==> src/rtl/pfm_pkg.sv <==
// Shared constants and the status word layout of the packet FIFO.
// Assumes a 32-bit register port addressed by byte offset.
package pfm_pkg;
    localparam int unsigned KIND_READ  = 0;
    localparam int unsigned KIND_WRITE = 1;

    localparam logic [2:0]  OFS_CTRL   = 3'd0;
    localparam logic [2:0]  OFS_STAT   = 3'd4;
    localparam logic [31:0] FLUSH_CODE = 32'h0000_000A;

    typedef struct packed {
        logic        edge_flag;   // empty (read type) or full (write type)
        logic        near_flag;   // one word left / one slot left
        logic        lock_flag;   // sticky full-and-empty error
        logic [12:0] zero_bits;
        logic [15:0] count;
    } stat_word_t;
endpackage

==> src/rtl/pfm_store.sv <==
// Word storage of the packet FIFO: one write port, one asynchronous read port.
// Assumes DEPTH is a power of two; the caller guards writes against overflow.
module pfm_store #(
    parameter int DEPTH  = 16,
    parameter int DATA_W = 32
) (
    input  logic                     clk,
    input  logic                     we,
    input  logic [$clog2(DEPTH)-1:0] waddr,
    input  logic [DATA_W-1:0]        wdata,
    input  logic [$clog2(DEPTH)-1:0] raddr,
    output logic [DATA_W-1:0]        rdata
);
    logic [DATA_W-1:0] cells [DEPTH];

    // Store the pushed word at the write slot.
    always_ff @(posedge clk) begin
        if (we) begin
            cells[waddr] <= wdata;
        end
    end

    // Present the word at the read slot without latency.
    assign rdata = cells[raddr];
endmodule

==> src/rtl/pfm_ptrs.sv <==
// Read, write and recorded positions of the packet FIFO with the span logic.
// Positions carry one extra bit so that a full span differs from an empty one.
// Assumes restore overrides pop, and mark overrides mark_free, in one cycle.
module pfm_ptrs #(
    parameter int DEPTH = 16,
    localparam int AW   = $clog2(DEPTH),
    localparam int PW   = AW + 1
) (
    input  logic          clk,
    input  logic          rst_n,
    input  logic          flush,
    input  logic          push,
    input  logic          pop,
    input  logic          mark,
    input  logic          restore,
    input  logic          mark_free,
    output logic          push_ok,
    output logic [PW-1:0] wr_ptr,
    output logic [PW-1:0] rd_ptr,
    output logic [PW-1:0] mark_ptr,
    output logic          mark_vld,
    output logic [PW-1:0] occ,
    output logic [PW-1:0] used,
    output logic          full,
    output logic          empty
);
    logic [PW-1:0] wr_q, rd_q, mk_q;
    logic          mk_vld_q;
    logic [PW-1:0] base;
    logic          rewind;
    logic          pop_ok;

    // Derive readable words and occupied span from the positions.
    always_comb begin
        base   = mk_vld_q ? mk_q : rd_q;
        occ    = wr_q - rd_q;
        used   = wr_q - base;
        full   = (used == PW'(DEPTH));
        empty  = (occ == '0);
        rewind = restore && mk_vld_q;
        push_ok = push && !full;
        pop_ok  = pop && !empty && !rewind;
    end

    // Advance the write position on an accepted push.
    always_ff @(posedge clk) begin
        if (!rst_n || flush) begin
            wr_q <= '0;
        end else if (push_ok) begin
            wr_q <= wr_q + 1'b1;
        end
    end

    // Move the read position: rewind first, otherwise an accepted pop.
    always_ff @(posedge clk) begin
        if (!rst_n || flush) begin
            rd_q <= '0;
        end else if (rewind) begin
            rd_q <= mk_q;
        end else if (pop_ok) begin
            rd_q <= rd_q + 1'b1;
        end
    end

    // Record or drop the packet start position.
    always_ff @(posedge clk) begin
        if (!rst_n || flush) begin
            mk_q     <= '0;
            mk_vld_q <= 1'b0;
        end else if (mark) begin
            mk_q     <= rd_q;
            mk_vld_q <= 1'b1;
        end else if (mark_free) begin
            mk_vld_q <= 1'b0;
        end
    end

    assign wr_ptr   = wr_q;
    assign rd_ptr   = rd_q;
    assign mark_ptr = mk_q;
    assign mark_vld = mk_vld_q;
endmodule

==> src/rtl/pfm_status.sv <==
// Status word builder and sticky error latch of the packet FIFO.
// KIND selects read-type (occupancy) or write-type (vacancy) reporting.
// Assumes DEPTH fits the 16-bit count field.
module pfm_status
    import pfm_pkg::*;
#(
    parameter int DEPTH = 16,
    parameter int KIND  = 0,
    localparam int PW   = $clog2(DEPTH) + 1
) (
    input  logic          clk,
    input  logic          rst_n,
    input  logic          flush,
    input  logic [PW-1:0] occ,
    input  logic [PW-1:0] used,
    input  logic          full,
    input  logic          empty,
    output logic          lock_q,
    output stat_word_t    stat
);
    // Latch the full-and-empty error until a flush or a reset.
    always_ff @(posedge clk) begin
        if (!rst_n || flush) begin
            lock_q <= 1'b0;
        end else if (full && empty) begin
            lock_q <= 1'b1;
        end
    end

    generate
        if (KIND == KIND_READ) begin : g_read_kind
            // Report readable words and the empty side flags.
            always_comb begin
                stat           = '0;
                stat.edge_flag = empty;
                stat.near_flag = (occ == PW'(1));
                stat.lock_flag = lock_q;
                stat.count     = 16'(occ);
            end
        end else begin : g_write_kind
            logic [PW-1:0] vac;
            assign vac = PW'(DEPTH) - used;
            // Report free slots and the full side flags.
            always_comb begin
                stat           = '0;
                stat.edge_flag = full;
                stat.near_flag = (vac == PW'(1));
                stat.lock_flag = lock_q;
                stat.count     = 16'(vac);
            end
        end
    endgenerate
endmodule

==> src/rtl/pfm_regs.sv <==
// Register decode of the packet FIFO: flush command and read-back mux.
// Assumes byte offsets 0 (control/identity) and 4 (status); others read zero.
module pfm_regs
    import pfm_pkg::*;
#(
    parameter int DEPTH = 16,
    parameter int KIND  = 0
) (
    input  logic        reg_we,
    input  logic [2:0]  reg_addr,
    input  logic [31:0] reg_wdata,
    input  stat_word_t  stat,
    output logic        flush,
    output logic [31:0] reg_rdata
);
    localparam logic [31:0] IDENT = {15'd0, 1'(KIND), 16'(DEPTH)};

    // Recognise the flush command only at the control offset.
    assign flush = reg_we && (reg_addr == OFS_CTRL) && (reg_wdata == FLUSH_CODE);

    // Select the identity or the status word for reading.
    always_comb begin
        case (reg_addr)
            OFS_CTRL: reg_rdata = IDENT;
            OFS_STAT: reg_rdata = stat;
            default:  reg_rdata = '0;
        endcase
    end
endmodule

==> src/rtl/pkt_fifo_mr.sv <==
// Packet FIFO with mark/rewind: storage, positions, status and register port.
// Assumes DEPTH is a power of two up to 32768 and KIND is 0 (read) or 1 (write).
module pkt_fifo_mr
    import pfm_pkg::*;
#(
    parameter int DEPTH  = 16,
    parameter int DATA_W = 32,
    parameter int KIND   = 0
) (
    input  logic              clk,
    input  logic              rst_n,
    input  logic              push,
    input  logic [DATA_W-1:0] push_data,
    input  logic              pop,
    output logic [DATA_W-1:0] pop_data,
    input  logic              mark,
    input  logic              restore,
    input  logic              mark_free,
    input  logic              reg_we,
    input  logic [2:0]        reg_addr,
    input  logic [31:0]       reg_wdata,
    output logic [31:0]       reg_rdata,
    output logic              irq_err
);
    localparam int AW = $clog2(DEPTH);
    localparam int PW = AW + 1;

    logic          flush;
    logic          push_ok;
    logic [PW-1:0] wr_ptr, rd_ptr, mark_ptr, occ, used;
    logic          mark_vld, full, empty, dl_q;
    stat_word_t    stat;

    pfm_ptrs #(.DEPTH(DEPTH)) u_ptrs (
        .clk(clk), .rst_n(rst_n), .flush(flush),
        .push(push), .pop(pop), .mark(mark), .restore(restore), .mark_free(mark_free),
        .push_ok(push_ok), .wr_ptr(wr_ptr), .rd_ptr(rd_ptr), .mark_ptr(mark_ptr),
        .mark_vld(mark_vld), .occ(occ), .used(used), .full(full), .empty(empty)
    );

    pfm_store #(.DEPTH(DEPTH), .DATA_W(DATA_W)) u_store (
        .clk(clk), .we(push_ok), .waddr(wr_ptr[AW-1:0]), .wdata(push_data),
        .raddr(rd_ptr[AW-1:0]), .rdata(pop_data)
    );

    pfm_status #(.DEPTH(DEPTH), .KIND(KIND)) u_status (
        .clk(clk), .rst_n(rst_n), .flush(flush), .occ(occ), .used(used),
        .full(full), .empty(empty), .lock_q(dl_q), .stat(stat)
    );

    pfm_regs #(.DEPTH(DEPTH), .KIND(KIND)) u_regs (
        .reg_we(reg_we), .reg_addr(reg_addr), .reg_wdata(reg_wdata),
        .stat(stat), .flush(flush), .reg_rdata(reg_rdata)
    );

    assign irq_err = dl_q;
endmodule

==> config.mk <==
export PLATFORM = sky130hd
export DESIGN_NAME = pkt_fifo_mr
export DESIGN_NICKNAME = d
export VERILOG_FILES = /design/src/rtl/pfm_pkg.sv /design/src/rtl/pfm_store.sv /design/src/rtl/pfm_ptrs.sv /design/src/rtl/pfm_status.sv /design/src/rtl/pfm_regs.sv /design/src/rtl/pkt_fifo_mr.sv
export SDC_FILE = /design/constraint.sdc
export NUM_CORES = 1
export LEC_CHECK = 0
export BUFFER_PORTS_ARGS = -buffer_cell sky130_fd_sc_hd__buf_2
export CAP_MARGIN = 20
export CORE_MARGIN = 10
export CORE_UTILIZATION = 60
export DETAILED_ROUTE_END_ITERATION = 12
export PLACE_DENSITY = 0.79
export SKIP_CTS_REPAIR_TIMING = 1
export SYNTH_ARGS = -nofsm -noshare
export SYNTH_HDL_FRONTEND = slang
export SYNTH_SLANG_ARGS = --single-unit
==> constraint.sdc <==
create_clock -name clk -period 3.9 [get_ports clk]
set_input_delay 0.195 -clock clk [delete_from_list [all_inputs] [get_ports clk]]
set_output_delay 0.195 -clock clk [all_outputs]
set_load 0.01 [all_outputs]
==> results.ini, run 1 <==
[critical_path]
worstPathMaxFanout=22
rr_worst_depth=9
worst-setup-path-type=register to register
reg2reg_to=u_store.cells[2][10]$_DFFE_PP_
worstPathRequired_ns=4.16
crit_path_start_kind=register
worstSetupEndpointType=register
ff2ff_setup_slack_ns=0.42
rr_startpoint=u_ptrs.mark_vld$_SDFFE_PP0P_
worstPathArrival_ns=3.74

[clocking]
cts-root-buf=clkbuf_16
clkSinkCount=533
cts_tree=built
insertion_delay_ns=0.57
clock_path_buffers=3
htreeDepth=2
clk_pin_slew_ns=0.06
cts_made_buffers=50

[route]
via_count=10200
viasPerCell=6.500
wl_per_cell_um=29.95
postRouteAntennaNets=0
routed_wl_mm=46.99
drcViolationCount=0
first_pass_iters=5
drt_iter0_drc=1371

[timing]
slew_headroom_pct=57.30
rsz0062_at_grt=false
drv_slew=0
finalWorstSetupSlack_ns=0.4214
clock_skew_ns=0.01810
finalCriticalPeriod_ns=3.479
worst_pin_slew_ns=0.6398
finalCritPeriodShare_pct=89.19
timing.hold.ws_ns=0.005251
hold_viol_final=0
finalSetupTns_ns=0
setup-violations-final=0
clock.fmax_mhz=287.5

[synth]
syn_area_per_cell_um2=22.75
synth_most_common_cell=edfxtp_1
synth_top_area_share_pct=73.63
async_reset_ff_share_pct=0
synth_area_leaders=edfxtp_1, mux4_2, dfxtp_1, buf_4, ha_1
ys_types=48
netlist_top_cells_count=edfxtp_1, mux4_2, nor2_1
syn-instance-count=918
synth_ff_type=edfxtp_1
synth_area_um2=20880
synth_edf_count=512
ys_ff_latch=533
yosys_warnings=0
ys_seq_area_share_pct=75.65
synth_top_area_cell=edfxtp_1

[die]
start_util_pct=60.60
rows=68
ios=140
fp.dieH_um=206.5
core-area_um2=34460
fp.dieArea_um2=42660
die_w_um=206.5

[grt]
grt_pass1_vias=10530
antenna_found_initial=7
gr-total-overflow=0
grt.total_usage_pct=22.44
grt_pass1_wl_mm=69.46
grt_max_degree=47

[final_layout]
syn2layout_area_growth_pct=13.70
fin_nets=1165
layout-drive-gt1-share_pct=35.77
n_fill_cell=2011

[power_and_ir_drop]
swShare_pct=24.06
p_switching_w=0.003120
total_leakage_power_nw=7.645
power_w=0.01297
combPwrFrac_pct=14.8
peakVddDrop_uv=397.9
seqPwrFrac_pct=50.6
power_frac_clock_pct=34.6
internal_power_w=0.009846
powerDensity_nw_per_um2=546.1

[worst_hold_path]
hold_path.startpoint=mark
whs_path_depth=3
worst_hold_path_type=primary input to register
holdPathEnd=u_ptrs.mark_vld$_SDFFE_PP0P_

[place]
port_buffers=115
dp_slack_ns=0.2611
dp_hpwl_mm=28.35
gp_congestion=0.8271

[run_status]
status=finished, final reports clean

[job]
drv_cap=0

[critical path: stages, from the launching register on]
cell and delay (ns):
dfxtp_1 0.52, mux2i_1 0.27, ha_1 0.27, nor2b_1 0.16
a221oi_1 0.28, xnor2_1 0.22, a211oi_2 0.13, nor2_2 0.52
and3_2 0.54, buf_12 0.24
[placed cells by master (no fill, tap or decap), drive strengths merged, types with 3 or more instances in the layout]
cell / instances
a21oi: 6
conb: 24
a311oi: 4
inv: 14
mux4: 160
xnor2: 8
clkinvlp: 3
a211oi: 7
a21o: 3
mux2i: 10
ha: 14
nor4: 6
edfxtp: 512
diode: 4
o21ai: 4
clkinv: 12
nor2: 28
clkbuf: 69
dfxtp: 21
and3: 18
nand3: 7
nand2: 4
buf: 145
[how the worst max path moves through the flow]
stage	start	to	slack (ns)	cells after the start
2_1_floorplan	u_ptrs.mark_vld$_SDFFE_PP0P_	u_store.cells[11][0]$_DFFE_PP_	0.71	10
3_3_place_gp	u_ptrs.mark_vld$_SDFFE_PP0P_	u_store.cells[2][2]$_DFFE_PP_	0.48	9
3_5_place_dp	u_ptrs.mark_vld$_SDFFE_PP0P_	u_store.cells[2][2]$_DFFE_PP_	0.26	9
4_1_cts	u_ptrs.mark_vld$_SDFFE_PP0P_	u_store.cells[12][27]$_DFFE_PP_	0.19	9
5_1_grt	u_ptrs.mark_vld$_SDFFE_PP0P_	u_store.cells[12][29]$_DFFE_PP_	0.26	9
6_report	u_ptrs.mark_vld$_SDFFE_PP0P_	u_store.cells[2][10]$_DFFE_PP_	0.42	9
[cells by family after synthesis]
group                      after synthesis  synth area share, %
xor gates and xnor gates                 9               0.3775
DFF                                    533                75.65
and+or+nand+nor                         77                1.977
AOI/OAI and AO/OA                       34                1.246
muxes                                  172                17.86
adders and majority gates               15               0.9348
other                                    1              0.01796
buffers and inverters                   77                1.935
[through the flow]
step	util, %	instances	instance area (um2)
2_1_floorplan	-	941	20970
3_3_place_gp	64.44	1475	22200
3_5_place_dp	64.44	1475	22200
4_1_cts	68.75	1562	23690
5_1_grt	68.89	1567	23740
6_report	68.90	1569	23740
[metal layers]
metal,wire (um),part of all wire (%),track usage [%],vias to the layer above
li1,-,-,-,4161
met1,18700,40,32.49,5324
met2,21880,47,32.63,634
met3,5634,12,7.881,73
met4,725,1.5,5.343,6
met5,45,0.096,0,-
[flip-flops by register name (all words and copies together), names as in the netlist, named ones only]
name,cells
u_ptrs.mark_ptr,5
u_ptrs.mark_vld,1
u_ptrs.rd_ptr,5
u_ptrs.wr_ptr,5
u_status.lock_q,1
u_store.cells,512
[layout make-up]
cell class	instances	area, um2	share of cell area, %
Clock buffer	69	1364	5.744
Clock inverter	18	121.4	0.5112
Inverter	12	45.04	0.1897
Sequential cell	533	15810	66.57
Multi-Input combinational cell	331	4793	20.19
Timing Repair Buffer	147	1033	4.353
Tap cell	455	569.3	2.398
Antenna cell	4	10.01	0.04216
[power groups by stage]
stage                     combinational (W)  sequential, W  clock (W)
after floorplan                     0.00127        0.00659          0
after global placement              0.00184        0.00667          0
after detailed placement            0.00188        0.00668          0
after CTS                           0.00192        0.00657    0.00453
after global routing                0.00205        0.00658    0.00475
final                               0.00192        0.00656    0.00449
No activity file was read; power rests on OpenSTA's default activity.
==> inputs of run 2 (changes only) <==
Settings changed: CORE_UTILIZATION 60 to 54, PLACE_DENSITY 0.79 to 0.75.
Clock period 3.9 ns to 3.16 ns, I/O delays scaled along.
==> run 2 against run 1 <==
  * The flow now finishes with violations (negative hold slack)
  * Setup slack worse by 0.16 ns
  * Clock-buffer cell count up 2
  * Die area up 10%
  * Largest power group unchanged
==> results.ini, run 2 (synthesized netlist as in run 1, its figures left out) <==
[route]
via_count=9873  ; -3.2%
wl_per_cell_um=28.19  ; -5.9%
drcViolationCount=0  ; unchanged
first_pass_iters=4  ; -1
viasPerCell=5.958  ; -8.3%
postRouteAntennaNets=0  ; unchanged
routed_wl_mm=46.72  ; -0.57%
drt_iter0_drc=917  ; -33%

[critical_path]
worst-setup-path-type=register to primary output
worstPathRequired_ns=3.00  ; -1.16 ns
reg2reg_to=u_store.cells[12][19]$_DFFE_PP_
worstSetupEndpointType=primary output
rr_worst_depth=10  ; +1
worstPathMaxFanout=48  ; +120%
crit_path_start_kind=register
worstPathArrival_ns=2.74  ; -1.00 ns
rr_startpoint=u_ptrs.mark_vld$_SDFFE_PP0P_
ff2ff_setup_slack_ns=0.27  ; -0.15 ns

[die]
fp.dieH_um=216.6  ; +4.9%
rows=71  ; +4.4%
start_util_pct=55.05  ; -5.6 points
fp.dieArea_um2=46930  ; +10%
die_w_um=216.6  ; +4.9%
core-area_um2=37930  ; +10%
ios=140  ; unchanged

[timing]
setup-violations-final=0  ; unchanged
finalCritPeriodShare_pct=91.75
rsz0062_at_grt=false
clock.fmax_mhz=344.9
slew_headroom_pct=53.90  ; -3.4 points
finalWorstSetupSlack_ns=0.2608  ; -0.1606 ns
hold_viol_final=23  ; +23
drv_slew=0  ; unchanged
clock_skew_ns=0.01503  ; -0.003068 ns
finalCriticalPeriod_ns=2.899
finalSetupTns_ns=0  ; unchanged
worst_pin_slew_ns=0.6915  ; +0.05168 ns
timing.hold.ws_ns=-0.01594  ; -0.02120 ns

[clocking]
cts_tree=built
clk_pin_slew_ns=0.06  ; about the same
cts_made_buffers=52  ; +4.0%
clock_path_buffers=3  ; unchanged
htreeDepth=2  ; unchanged
insertion_delay_ns=0.58  ; about the same
cts-root-buf=clkbuf_16
clkSinkCount=533  ; unchanged

[grt]
grt_pass1_wl_mm=69.86  ; +0.59%
antenna_found_initial=3  ; -4
grt_max_degree=49  ; +4.3%
grt_pass1_vias=10550  ; +0.20%
gr-total-overflow=0  ; unchanged
grt.total_usage_pct=20.14  ; -2.3 points

[place]
dp_hpwl_mm=29.46  ; +3.9%
dp_slack_ns=0.3079  ; +0.04674 ns
port_buffers=115  ; unchanged
gp_congestion=0.8420  ; +1.8%

[final_layout]
syn2layout_area_growth_pct=16.81
n_fill_cell=2491  ; +24%
max_flop_register=u_store.cells
utilization_pct=64.30  ; -4.6 points
largest_reg_flops=512  ; unchanged
fin_nets=1193  ; +2.4%
layout-drive-gt1-share_pct=37.01  ; +1.2 points
final_cell_mix=edfxtp_1, mux4_2, buf_2, clkbuf_16, buf_12
final_common_cell=edfxtp_1

[power_and_ir_drop]
power_frac_clock_pct=35.7  ; +1.1 points
peakVddDrop_uv=558.8  ; +40%
seqPwrFrac_pct=49.4  ; -1.2 points
powerDensity_nw_per_um2=669.2  ; +23%
combPwrFrac_pct=14.9  ; about the same
p_switching_w=0.003901  ; +25%
swShare_pct=23.90  ; -0.17 points
total_leakage_power_nw=7.903  ; +3.4%
internal_power_w=0.01242  ; +26%

[worst_hold_path]
worst_hold_path_type=primary input to register
hold_path.startpoint=mark
whs_path_depth=3  ; unchanged
holdPathEnd=u_ptrs.mark_ptr[3]$_SDFFE_PP0P_

[run_status]
status=finished, violations left
violations=negative hold slack

[job]
drv_cap=0  ; unchanged

-- run 2: cell types whose count changed in the layout (fill, tap and decap cells not counted), sizes merged --
| cell | change |
|---|---|
| buf | +18 |
| bufinv | +1 |
| clkbuf | +2 |
| clkinv | +5 |
| clkinvlp | -1 |
| diode | -1 |
| dlygate4sd3 | +8 |
-- run 2: power by group through the flow --
stage	Combinational [W]	Sequential [W]	Clock, W
final	0.00244	0.00806	0.00583
after global routing	0.00261	0.00807	0.00620
after CTS	0.00246	0.00806	0.00591
after detailed placement	0.00242	0.00820	0
after global placement	0.00240	0.00819	0
after floorplan	0.00157	0.00813	0
-- run 2: layout make-up --
| cell class | count | area [um2] | share of cell area [%] |
|---|---|---|---|
| Tap cell | 511 | 639.4 | 2.621 |
| Antenna cell | 3 | 7.507 | 0.03078 |
| Clock buffer | 71 | 1414 | 5.797 |
| Inverter | 12 | 45.04 | 0.1847 |
| Sequential cell | 533 | 15810 | 64.80 |
| Clock inverter | 23 | 182.7 | 0.7489 |
| Timing Repair Buffer | 173 | 1499 | 6.145 |
| Multi-Input combinational cell | 331 | 4798 | 19.67 |
-- run 2: worst max-delay path, stage by stage (launching register included) --
cell     delay, ns
dfxtp_4       0.46
buf_12        0.36
mux4_2        0.64
mux4_2        0.49
buf_2         0.16
-- run 2: metal layers --
metal	GRT usage, %	share of wire (%)	wire length (um)	vias up
met4	8.180	4.0	1853	2
met5	0	0.028	13	-
met3	4.248	6.2	2917	83
met2	34.00	52	24210	380
li1	-	-	-	4216
met1	25.06	38	17720	5192
-- run 2: worst max path at each step --
stage,end,cells past startpoint,start
4_1_cts,reg_rdata[31],9,u_ptrs.wr_ptr[0]$_SDFFE_PP0P_
2_1_floorplan,u_store.cells[1][0]$_DFFE_PP_,9,u_ptrs.mark_vld$_SDFFE_PP0P_
6_report,pop_data[25],4,register
3_5_place_dp,u_store.cells[12][19]$_DFFE_PP_,10,u_ptrs.mark_vld$_SDFFE_PP0P_
5_1_grt,reg_rdata[31],9,u_ptrs.wr_ptr[0]$_SDFFE_PP0P_
3_3_place_gp,u_store.cells[12][21]$_DFFE_PP_,10,u_ptrs.mark_vld$_SDFFE_PP0P_
-- run 2: through the flow --
step | total power, W | instances | hold slack (ns) | area [um2]
finish | 0.01632 | 1657 | -0.01594 | 24390
global route | 0.01689 | 1656 | 0.001178 | 24390
CTS | 0.01644 | 1643 | -0.1095 | 24270
detailed placement | 0.01062 | 1549 | 0.4916 | 22670
global placement | 0.01059 | 1549 | 0.4862 | 22670
floorplan | 0.009701 | 941 | 0.2569 | 20980
==> inputs of run 3 (changes only) <==
Settings changed: CORE_ASPECT_RATIO from default to 0.5.
==> run 3 against run 2 <==
  * The flow now finishes without violations
  * Flip-flop and latch count unchanged
  * Die area grew 1.0%
  * Clock-buffer cell count down 17
  * Wire length increased by 9.4%
  * First-iteration DRC count up 60%
  * Critical path depth grew 6
  * Critical endpoint is now u_store.cells[12][20]$_DFFE_PP_
  * Largest power group unchanged
  * Highest routed layer unchanged
==> results.ini, run 3 (synthesized netlist as in run 1, its figures left out) <==
[run_status]
status=finished, final reports clean

[place]
placed_cells=1568  ; +1.2%
port_buffers=115  ; unchanged
dp_hpwl_mm=33.93  ; +15%
gp_congestion=0.8613  ; +2.3%
place_area_um2=22770  ; +0.44%

[critical_path]
worst-setup-path-type=register to register
cp_slowest_cell=dfxtp_1
worstPathArrival_ns=3.29  ; +0.55 ns
crit_family=simple AND/OR/NAND/NOR gates
worstPathRequired_ns=3.48  ; +0.48 ns
reg2reg_to=u_store.cells[12][20]$_DFFE_PP_
crit_path_start_kind=register
worstPathMaxFanout=16  ; -67%
crit_path_cell_trace=mux2i_1 > ha_1 > nor2b_1 > o211a_4 > or3_4 > a211oi_2 > nor2_1 > buf_4 > and3_2 > buf_4
ff2ff_setup_slack_ns=0.20  ; -0.07 ns
crit_top_cell=buf_4
rr_startpoint=u_ptrs.mark_vld$_SDFFE_PP0P_
rr_worst_depth=10  ; unchanged
cpPeakStageDelay_ns=0.45  ; -0.19 ns
worstSetupEndpointType=register
critPathBufInv=2  ; unchanged

[final_layout]
layout-drive-gt1-share_pct=37.46  ; +0.45 points
fin_nets=1189  ; -0.34%
instances_no_fill=1653  ; -0.24%
max_flop_register=u_store.cells
final_cell_mix=edfxtp_1, mux4_2, buf_2, clkbuf_16, buf_12
n_fill_cell=2429  ; -2.5%
largest_reg_flops=512  ; unchanged
syn2layout_area_growth_pct=16.02
final_area_um2=24220  ; -0.68%
final_common_cell=edfxtp_1
utilization_pct=64.11  ; -0.19 points

[grt]
antenna_found_initial=4  ; +1
grt_max_degree=41  ; -16%
grt.total_usage_pct=21.28  ; +1.1 points
gr-total-overflow=0  ; unchanged
grt_pass1_wl_mm=74.22  ; +6.2%
grt_pass1_vias=10540  ; -0.10%

[timing]
rsz0062_at_grt=false
finalCriticalPeriod_ns=2.964  ; +0.06464 ns
hold_viol_final=0  ; -100%
clock.fmax_mhz=337.4  ; -2.2%
clock_skew_ns=0.01449  ; -0.0005400 ns
drv_slew=0  ; unchanged
timing.hold.ws_ns=0.002880  ; +0.01882 ns
finalSetupTns_ns=0  ; unchanged
worst_pin_slew_ns=1.114  ; +0.4222 ns
setup-violations-final=0  ; unchanged
finalCritPeriodShare_pct=93.79  ; +2.0 points
slew_headroom_pct=25.76  ; -28 points

[power_and_ir_drop]
seqPwrFrac_pct=50.1  ; +0.7 points
swShare_pct=24.81  ; +0.91 points
p_switching_w=0.003995  ; +2.4%
power_frac_clock_pct=33.6  ; -2.1 points
peakVddDrop_uv=407.3  ; -27%
internal_power_w=0.01211  ; -2.5%
total_leakage_power_nw=7.841  ; -0.79%
combPwrFrac_pct=16.3  ; +1.4 points
powerDensity_nw_per_um2=664.7  ; -0.67%

[worst_hold_path]
whs_path_depth=3  ; unchanged
worst_hold_path_type=primary input to register
holdPathEnd=u_ptrs.wr_ptr[0]$_SDFFE_PP0P_
hold_path.startpoint=rst_n

[route]
wl_met1_mm=20.05  ; +13%
top_layer=met5
drt_iter0_drc=1467  ; +60%
first_pass_iters=5  ; +1
viasPerCell=6.343  ; +6.5%
wl_met2_mm=22.48  ; -7.1%
postRouteAntennaNets=0  ; unchanged
via_count=10490  ; +6.2%
wl_met3_mm=7.794  ; +170%
drcViolationCount=0  ; unchanged
routed_wl_mm=51.10  ; +9.4%
wl_per_cell_um=30.91  ; +9.6%

[clocking]
insertion_delay_ns=0.57  ; about the same
clock_path_buffers=3  ; unchanged
clkSinkCount=533  ; unchanged
cts_made_buffers=45  ; -13%
cts_tree=built
htreeDepth=2  ; unchanged
clk_pin_slew_ns=0.07  ; about the same
cts-root-buf=clkbuf_16

[die]
fp.dieArea_um2=47410  ; +1.0%
rows=50  ; -30%
core-area_um2=37790  ; -0.39%
die_w_um=298.1  ; +38%
ios=140  ; unchanged
start_util_pct=55.26  ; +0.21 points
fp.dieH_um=159.0  ; -27%

[job]
drv_cap=0  ; unchanged

run 3: cell count changes in the layout (fill, tap and decap cells not counted), sizes merged:
| cell | delta |
|---|---|
| buf | +9 |
| bufinv | +1 |
| clkbuf | -17 |
| clkinv | +3 |
| clkinvlp | -1 |
| diode | -2 |
| dlygate4sd3 | -6 |
run 3: layout make-up:
class | instances | area [um2] | area share (%)
clock buffer | 54 | 1202 | 4.964
tap | 520 | 650.6 | 2.686
sequential | 533 | 15810 | 65.24
inverter | 12 | 45.04 | 0.1859
antenna | 1 | 2.502 | 0.01033
clock inverter | 26 | 209.0 | 0.8626
multi-input combinational | 331 | 4791 | 19.78
timing repair buffer | 176 | 1519 | 6.270
run 3: power groups by stage:
stage	registers (W)	clock network, W	logic [W]
after global routing	0.00808	0.00576	0.00277
after floorplan	0.00813	0	0.00157
final	0.00807	0.00542	0.00262
after detailed placement	0.00822	0	0.00258
after global placement	0.00820	0	0.00253
after CTS	0.00807	0.00548	0.00260
run 3: worst reg2reg max path, cell delays in order, from the launching register on:
cell	delay (ns)
dfxtp_1	0.45
mux2i_1	0.22
ha_1	0.27
nor2b_1	0.17
o211a_4	0.24
or3_4	0.37
a211oi_2	0.25
nor2_1	0.07
buf_4	0.20
and3_2	0.31
buf_4	0.18
run 3: worst max path at each step:
stage / from / end / slack [ns] / cells past startpoint
floorplan: u_ptrs.mark_vld$_SDFFE_PP0P_ / u_store.cells[1][0]$_DFFE_PP_ / 0.13 / 9
global placement: u_ptrs.mark_vld$_SDFFE_PP0P_ / u_store.cells[12][10]$_DFFE_PP_ / 0.28 / 10
detailed placement: u_ptrs.mark_vld$_SDFFE_PP0P_ / u_store.cells[12][20]$_DFFE_PP_ / 0.24 / 10
CTS: u_ptrs.mark_vld$_SDFFE_PP0P_ / u_store.cells[12][23]$_DFFE_PP_ / 0.19 / 10
global route: u_ptrs.mark_vld$_SDFFE_PP0P_ / u_store.cells[15][11]$_DFFE_PP_ / 0.005 / 8
finish: u_ptrs.mark_vld$_SDFFE_PP0P_ / u_store.cells[12][20]$_DFFE_PP_ / 0.20 / 10
run 3: stage by stage:
stage	setup WS [ns]	power, W
after global placement	0.2764	0.01073
after detailed placement	0.2369	0.01079
after global routing	0.004945	0.01661
final	0.1962	0.01610
after CTS	0.1853	0.01614
after floorplan	0.1251	0.009701
run 3: routing by layer:
metal / global-route usage, % / up-vias
met4: 4.026 / 2
met3: 9.881 / 52
met1: 29.99 / 5478
met5: 1.550 / -
met2: 30.06 / 737
li1: - / 4216
